<file path="src/rtl/gray_tpg_pkg.sv">
package gray_tpg_pkg;

  typedef enum logic [1:0] {
    ST_IDLE = 2'd0,
    ST_WAIT = 2'd1,
    ST_RUN  = 2'd2
  } tpgState_e;

  typedef struct packed {
    logic loadSeed;
    logic advance;
  } tpgStrobe_t;

endpackage

</file>
<file path="src/rtl/gray_tpg_ctrl.sv">
module gray_tpg_ctrl
  import gray_tpg_pkg::*;
(
  input  logic       clk,
  input  logic       rst_n,
  input  logic       start,
  input  logic       seedValid,
  input  logic       runEnd,
  input  logic       lastSeed,
  output tpgStrobe_t strobe,
  output logic       seedReady,
  output logic       patValid,
  output logic       done
);

  tpgState_e state, stateNext;
  logic      doneReg;

  always_comb begin
    stateNext = state;
    case (state)
      ST_IDLE: if (start)     stateNext = ST_WAIT;
      ST_WAIT: if (seedValid) stateNext = ST_RUN;
      ST_RUN:  if (runEnd)    stateNext = lastSeed ? ST_IDLE : ST_WAIT;
      default:                stateNext = ST_IDLE;
    endcase
  end

  always_ff @(posedge clk or negedge rst_n) begin
    if (!rst_n) begin
      state   <= ST_IDLE;
      doneReg <= 1'b0;
    end else begin
      state   <= stateNext;
      doneReg <= (state == ST_RUN) && runEnd && lastSeed;
    end
  end

  assign strobe.loadSeed = (state == ST_WAIT) && seedValid;
  assign strobe.advance  = (state == ST_RUN) && !runEnd;
  assign seedReady       = (state == ST_WAIT);
  assign patValid        = (state == ST_RUN);
  assign done            = doneReg;


  handshake_starts_run_chk: assert property (@(posedge clk) disable iff (!rst_n)
    (seedValid && seedReady) |=> patValid);


  done_single_pulse_chk: assert property (@(posedge clk) disable iff (!rst_n)
    done |=> !done);


  done_means_idle_chk: assert property (@(posedge clk) disable iff (!rst_n)
    done |-> (!seedReady && !patValid));


  no_take_when_busy_chk: assert property (@(posedge clk) disable iff (!rst_n)
    (!seedReady && !patValid) |=> !patValid);

endmodule

</file>
<file path="src/rtl/gray_tpg_dp.sv">
module gray_tpg_dp
  import gray_tpg_pkg::*;
#(
  parameter int N_IN   = 12,
  parameter int K_BITS = 4,
  parameter int LEN_W  = 8,
  localparam int IDX_W = (K_BITS > 1) ? $clog2(K_BITS) : 1
) (
  input  logic                    clk,
  input  logic                    rst_n,
  input  tpgStrobe_t              strobe,
  input  logic [N_IN-1:0]         seedConst,
  input  logic [N_IN-1:0]         seedMask,
  input  logic [N_IN*IDX_W-1:0]   seedSel,
  input  logic [K_BITS-1:0]       seedStart,
  input  logic [LEN_W-1:0]        seedLen,
  input  logic                    seedLast,
  output logic                    runEnd,
  output logic                    lastSeed,
  output logic [N_IN-1:0]         pattern
);

  logic [N_IN-1:0]       constReg;
  logic [N_IN-1:0]       maskReg;
  logic [N_IN*IDX_W-1:0] selReg;
  logic [K_BITS-1:0]     binCnt;
  logic [LEN_W-1:0]      remaining;
  logic                  lastReg;
  logic [K_BITS-1:0]     grayNow;
  logic [K_BITS-1:0]     startBin;

  // Gray start code to binary count: prefix XOR from the top bit down
  always_comb begin
    startBin[K_BITS-1] = seedStart[K_BITS-1];
    for (int b = K_BITS - 2; b >= 0; b--) begin
      startBin[b] = startBin[b+1] ^ seedStart[b];
    end
  end

  always_ff @(posedge clk or negedge rst_n) begin
    if (!rst_n) begin
      constReg  <= '0;
      maskReg   <= '0;
      selReg    <= '0;
      binCnt    <= '0;
      remaining <= '0;
      lastReg   <= 1'b0;
    end else if (strobe.loadSeed) begin
      constReg  <= seedConst;
      maskReg   <= seedMask;
      selReg    <= seedSel;
      binCnt    <= startBin;
      remaining <= seedLen;
      lastReg   <= seedLast;
    end else if (strobe.advance) begin
      binCnt    <= binCnt + 1'b1;
      remaining <= remaining - 1'b1;
    end
  end

  assign grayNow  = binCnt ^ (binCnt >> 1);
  assign runEnd   = (remaining == '0);
  assign lastSeed = lastReg;

  // One test-path mux per input: seed constant or a selected counter bit
  for (genvar i = 0; i < N_IN; i++) begin : g_inMux
    logic [IDX_W-1:0] selIdx;
    logic             cntBit;
    assign selIdx     = selReg[i*IDX_W +: IDX_W];
    assign cntBit     = (int'(selIdx) < K_BITS) ? grayNow[selIdx] : 1'b0;
    assign pattern[i] = maskReg[i] ? cntBit : constReg[i];
  end


  gray_one_step_chk: assert property (@(posedge clk) disable iff (!rst_n)
    strobe.advance |=> ($countones(grayNow ^ $past(grayNow)) == 1));


  const_bits_hold_chk: assert property (@(posedge clk) disable iff (!rst_n)
    strobe.advance |=> (((pattern ^ $past(pattern)) & ~maskReg) == '0));


  frozen_when_idle_chk: assert property (@(posedge clk) disable iff (!rst_n)
    !(strobe.loadSeed || strobe.advance) |=> $stable(pattern));


  length_countdown_chk: assert property (@(posedge clk) disable iff (!rst_n)
    strobe.advance |=> (remaining == $past(remaining) - 1'b1));

endmodule

</file>
<file path="src/rtl/gray_tpg.sv">
module gray_tpg
  import gray_tpg_pkg::*;
#(
  parameter int N_IN   = 12,
  parameter int K_BITS = 4,
  parameter int LEN_W  = 8,
  localparam int IDX_W = (K_BITS > 1) ? $clog2(K_BITS) : 1
) (
  input  logic                  clk,
  input  logic                  rst_n,
  input  logic                  start,
  input  logic                  seedValid,
  output logic                  seedReady,
  input  logic [N_IN-1:0]       seedConst,
  input  logic [N_IN-1:0]       seedMask,
  input  logic [N_IN*IDX_W-1:0] seedSel,
  input  logic [K_BITS-1:0]     seedStart,
  input  logic [LEN_W-1:0]      seedLen,
  input  logic                  seedLast,
  output logic                  patValid,
  output logic [N_IN-1:0]       pattern,
  output logic                  done
);

  tpgStrobe_t strobe;
  logic       runEnd;
  logic       lastSeed;

  gray_tpg_ctrl ctrl_i (
    .clk       (clk),
    .rst_n     (rst_n),
    .start     (start),
    .seedValid (seedValid),
    .runEnd    (runEnd),
    .lastSeed  (lastSeed),
    .strobe    (strobe),
    .seedReady (seedReady),
    .patValid  (patValid),
    .done      (done)
  );

  gray_tpg_dp #(
    .N_IN   (N_IN),
    .K_BITS (K_BITS),
    .LEN_W  (LEN_W)
  ) dp_i (
    .clk       (clk),
    .rst_n     (rst_n),
    .strobe    (strobe),
    .seedConst (seedConst),
    .seedMask  (seedMask),
    .seedSel   (seedSel),
    .seedStart (seedStart),
    .seedLen   (seedLen),
    .seedLast  (seedLast),
    .runEnd    (runEnd),
    .lastSeed  (lastSeed),
    .pattern   (pattern)
  );

endmodule

</file>
<file path="config.mk">
export PLATFORM = sky130hd
export DESIGN_NAME = gray_tpg
export DESIGN_NICKNAME = d
export VERILOG_FILES = /design/src/rtl/gray_tpg_pkg.sv /design/src/rtl/gray_tpg_ctrl.sv /design/src/rtl/gray_tpg_dp.sv /design/src/rtl/gray_tpg.sv
export SDC_FILE = /design/constraint.sdc
export NUM_CORES = 1
export LEC_CHECK = 0
export BUFFER_PORTS_ARGS = -buffer_cell sky130_fd_sc_hd__buf_2
export CORE_UTILIZATION = 40
export CTS_BUF_LIST = sky130_fd_sc_hd__clkbuf_8
export CTS_CLUSTER_SIZE = 40
export DETAILED_ROUTE_END_ITERATION = 10
export PLACE_DENSITY = 0.63
export SYNTH_ARGS = -nofsm -noshare
export SYNTH_HDL_FRONTEND = slang
export SYNTH_SLANG_ARGS = --single-unit
</file>
<file path="constraint.sdc">
create_clock -name clk -period 4.2 [get_ports clk]
set_input_delay 0.84 -clock clk [delete_from_list [all_inputs] [get_ports clk]]
set_output_delay 0.84 -clock clk [all_outputs]
set_load 0.02 [all_outputs]
</file>
==> metrics.csv <==
stage,metric,value,unit
cts,Clk Tree Root Cell,clkbuf_8,
final_layout,FF+latch area,1602,µm²
setup_path,CP max FO,16,
route,drt drc,0,
logic_synthesis,Mean Syn Cell Area,8.588,µm²
sta,RSZ-0062 raised after global routing,no,
final_layout,area grow syn2layout,20.19,%
die,Top Ports,80,
logic_synthesis,async set-or-reset flop fraction in the synthesized netlist,100.0,%
cts,"Setup Fix Bufs, Post-CTS",0,
cts,CTS tree,built,
grt,vias in the first global route,2605,
final_layout,multi-input logic area,1579,µm²
pwr,switching pwr,1.344,mW
pwr,clock share of power,15.9,%
die,core area,7807,µm²
route,first drt pass iteration count,4,
grt,first-pass GRT wire length,12110,µm
logic_synthesis,share of the synthesized area in the top cell type,48.95,%
logic_synthesis,post-synthesis sequential area ratio,48.95,%
flow_run,MaxCap Viol Count,0,
pwr,combinational share of power,47.2,%
die,Die ar.,8545,µm²
pwr,LEAKAGE,2.004,nW
sta,"Period Utilization, post-route",75.05,%
route,routed length per instance,12.77,µm
min_path,Min-Delay Path Class,register to register,
logic_synthesis,number of enable flip-flop cells after synthesis,0,
pwr,Seq pwr share,36.9,%
route,DR vias/cell,4.797,
setup_path,CP Class,register to primary output,
cts,post-cts sizing count,0,
logic_synthesis,synth unique cells,38,
sta,clock skew,0.008762,ns
setup_path,startpoint types,register,
placement,Post-DP Area,3745,µm²
sta,Fmax achieved,0.3173,GHz
sta,final setup vio count,0,
grt,GRT Overall Usage,18.33,%
logic_synthesis,synthesized area,3272,µm²
final_layout,final cell utilization of the core,50.37,%
die,Initial Util,41.91,%
logic_synthesis,Syn. warnings,0,
setup_path,CP Data Required Time,3.36,ns
cts,clk_lat worst skew,0.34,ns
sta,Rel. slew slack,26.73,%
sta,Setup TNS,0,ns
placement,placed insts,546,
logic_synthesis,cells after synthesis,381,
logic_synthesis,number of synthesized register bits,64,
placement,"worst slack, placed",1.403,ns
cts,Num CTS Buffers,9,
final_layout,"most common cell after layout, fill and taps aside",nand2_1,
final_layout,layout cells sized above 1,24.57,%
pwr,Internal Power,1.844,mW
cts,H-tree depth,3,
final_layout,Layout Cells excl Fill,562,
sta,"Worst Setup Slack, final",1.048,ns
pwr,Final Total Pwr,3.188,mW
grt,initial antenna violation count,0,
die,die span in y,92.44,µm
die,die width,92.44,µm
pwr,pwr/cell area,810.6,nW/µm²
pwr,Switching Share,42.16,%
route,Routed Antenna Nets,0,
setup_path,worst path arrival time,2.31,ns
route,initial drt markers,108,
route,Post-Route WL,7174,µm
logic_synthesis,Yosys top cell by area,dfrtp_1,
cts,Post-CTS Hold Fix Bufs,0,
final_layout,Layout Nets,524,
grt,largest net degree at the start of global routing,65,
sta,"Hold Vio Cnt, Final",0,
placement,Detailed Place HPWL,4806,µm
final_layout,most frequent cells in the layout,"nand2_1 (155), buf_2 (79), dfrtp_1 (64), nor2b_1 (24), a21oi_1 (17)",
cts,CTS max path bufs,2,
final_layout,fin area,3933,µm²
sta,Tmin final,3.152,ns
run_status,outcome,finished clean,
die,FP Rows,32,
placement,PortBufs,79,
logic_synthesis,Synth Flop Type,dfrtp_1,
setup_path,Critical Path End Type,primary output,
grt,total gr overflow,0,
final_layout,# diodes,0,
final_layout,Fill cells,795,
sta,Worst Max-Slew Pin Slew,1.099,ns
route,DR vias,2696,
logic_synthesis,Synth area leaders,"dfrtp_1 (49%), nand2_1 (18%), nor2b_1 (4.6%), xnor2_1 (4.0%), mux2_2 (3.8%)",
cts,"CTS clk-pin slew, worst paths",0.07,ns
sta,hold_ws,0.4747,ns
placement,Placer Congestion,0.8230,
cts,Num Clock Sinks,64,
sta,max-slew violations,0,
logic_synthesis,Synthesized Nets,450,
pwr,Max VDD drop,0.0003116,V
-- state kept, by name, summed over array words and instances (netlist names) --
signal / flops
ctrl_i.done: 1
ctrl_i.state: 2
dp_i.binCnt: 4
dp_i.selReg: 24
dp_i.remaining: 8
dp_i.constReg: 12
dp_i.maskReg: 12
dp_i.lastSeed: 1
-- power by group through the flow --
| stage | Sequential (mW) | Clock [mW] | Combinational [mW] |
|---|---|---|---|
| 6_report | 1.18 | 0.507 | 1.50 |
| 5_1_grt | 1.23 | 0.555 | 1.70 |
| 4_1_cts | 1.18 | 0.525 | 1.53 |
| 3_5_place_dp | 1.19 | 0 | 1.51 |
| 3_3_place_gp | 1.17 | 0 | 1.49 |
| 2_1_floorplan | 1.09 | 0 | 1.21 |
-- critical path, stage by stage, from the launching register on --
cell and delay (ns):
dfrtp_1 0.55, ha_1 0.71, mux2i_1 0.13, a21oi_1 0.19
o211ai_1 0.11, o21ai_0 0.10, buf_2 0.20
-- final timing paths --
path	start	end	slack, ns	depth (start not counted)
max reg2reg	dp_i.remaining[4]$_DFFE_PN0P_	dp_i.binCnt[3]$_DFFE_PN0P_	2.30	4
min reg2reg	dp_i.constReg[6]$_DFFE_PN0P_	dp_i.constReg[6]$_DFFE_PN0P_	0.47	2
min in group asynchronous	rst_n	dp_i.maskReg[2]$_DFFE_PN0P_	0.70	1
max in group asynchronous	rst_n	dp_i.maskReg[7]$_DFFE_PN0P_	2.66	2
min	dp_i.constReg[6]$_DFFE_PN0P_	dp_i.constReg[6]$_DFFE_PN0P_	0.47	2
max	dp_i.binCnt[2]$_DFFE_PN0P_	pattern[0]	1.05	6
-- area by class of cell --
cell class,count,area share [%]
Tap cell,102,3.245
Timing Repair Buffer,82,10.63
Clock buffer,9,3.150
Inverter,5,0.4773
Multi-Input combinational cell,293,40.15
Clock inverter,7,1.623
Sequential cell,64,40.73
-- synth_stat cells, types with 2 or more instances --
cell,instances
nor3_1,2
a21oi_1,17
buf_2,2
nand2b_1,2
dfrtp_1,64
or3_1,3
nor2b_1,24
clkbuf_1,11
mux2_2,11
a211oi_1,11
ha_1,4
o21ai_0,3
inv_1,5
a31oi_1,5
xor2_1,3
nand2_1,155
nor2_1,12
o21ai_1,4
xnor2_1,15
mux2i_1,4
buf_1,6
o211ai_1,2
-- cells by family after synthesis --
| logic type | Yosys count | synth area share, % |
|---|---|---|
| xor gates and xnor gates | 18 | 4.819 |
| AOI/OAI and AO/OA | 50 | 9.828 |
| adders and majority gates | 4 | 1.530 |
| muxes | 15 | 5.010 |
| DFF | 64 | 48.95 |
| and+or+nand+nor | 206 | 27.04 |
| buffers and inverters | 24 | 2.830 |
-- routing by layer --
metal / up-vias / track usage, % / routed length, µm / part of all wire [%]
li1: 1398 / - / - / -
met1: 1224 / 24.95 / 3408 / 48
met2: 67 / 29.07 / 3348 / 47
met3: 7 / 4.187 / 329 / 4.6
met4: 0 / 5.469 / 87 / 1.2
met5: - / 0 / 0 / 0
Note: power is estimated with default switching activity, not from simulation.
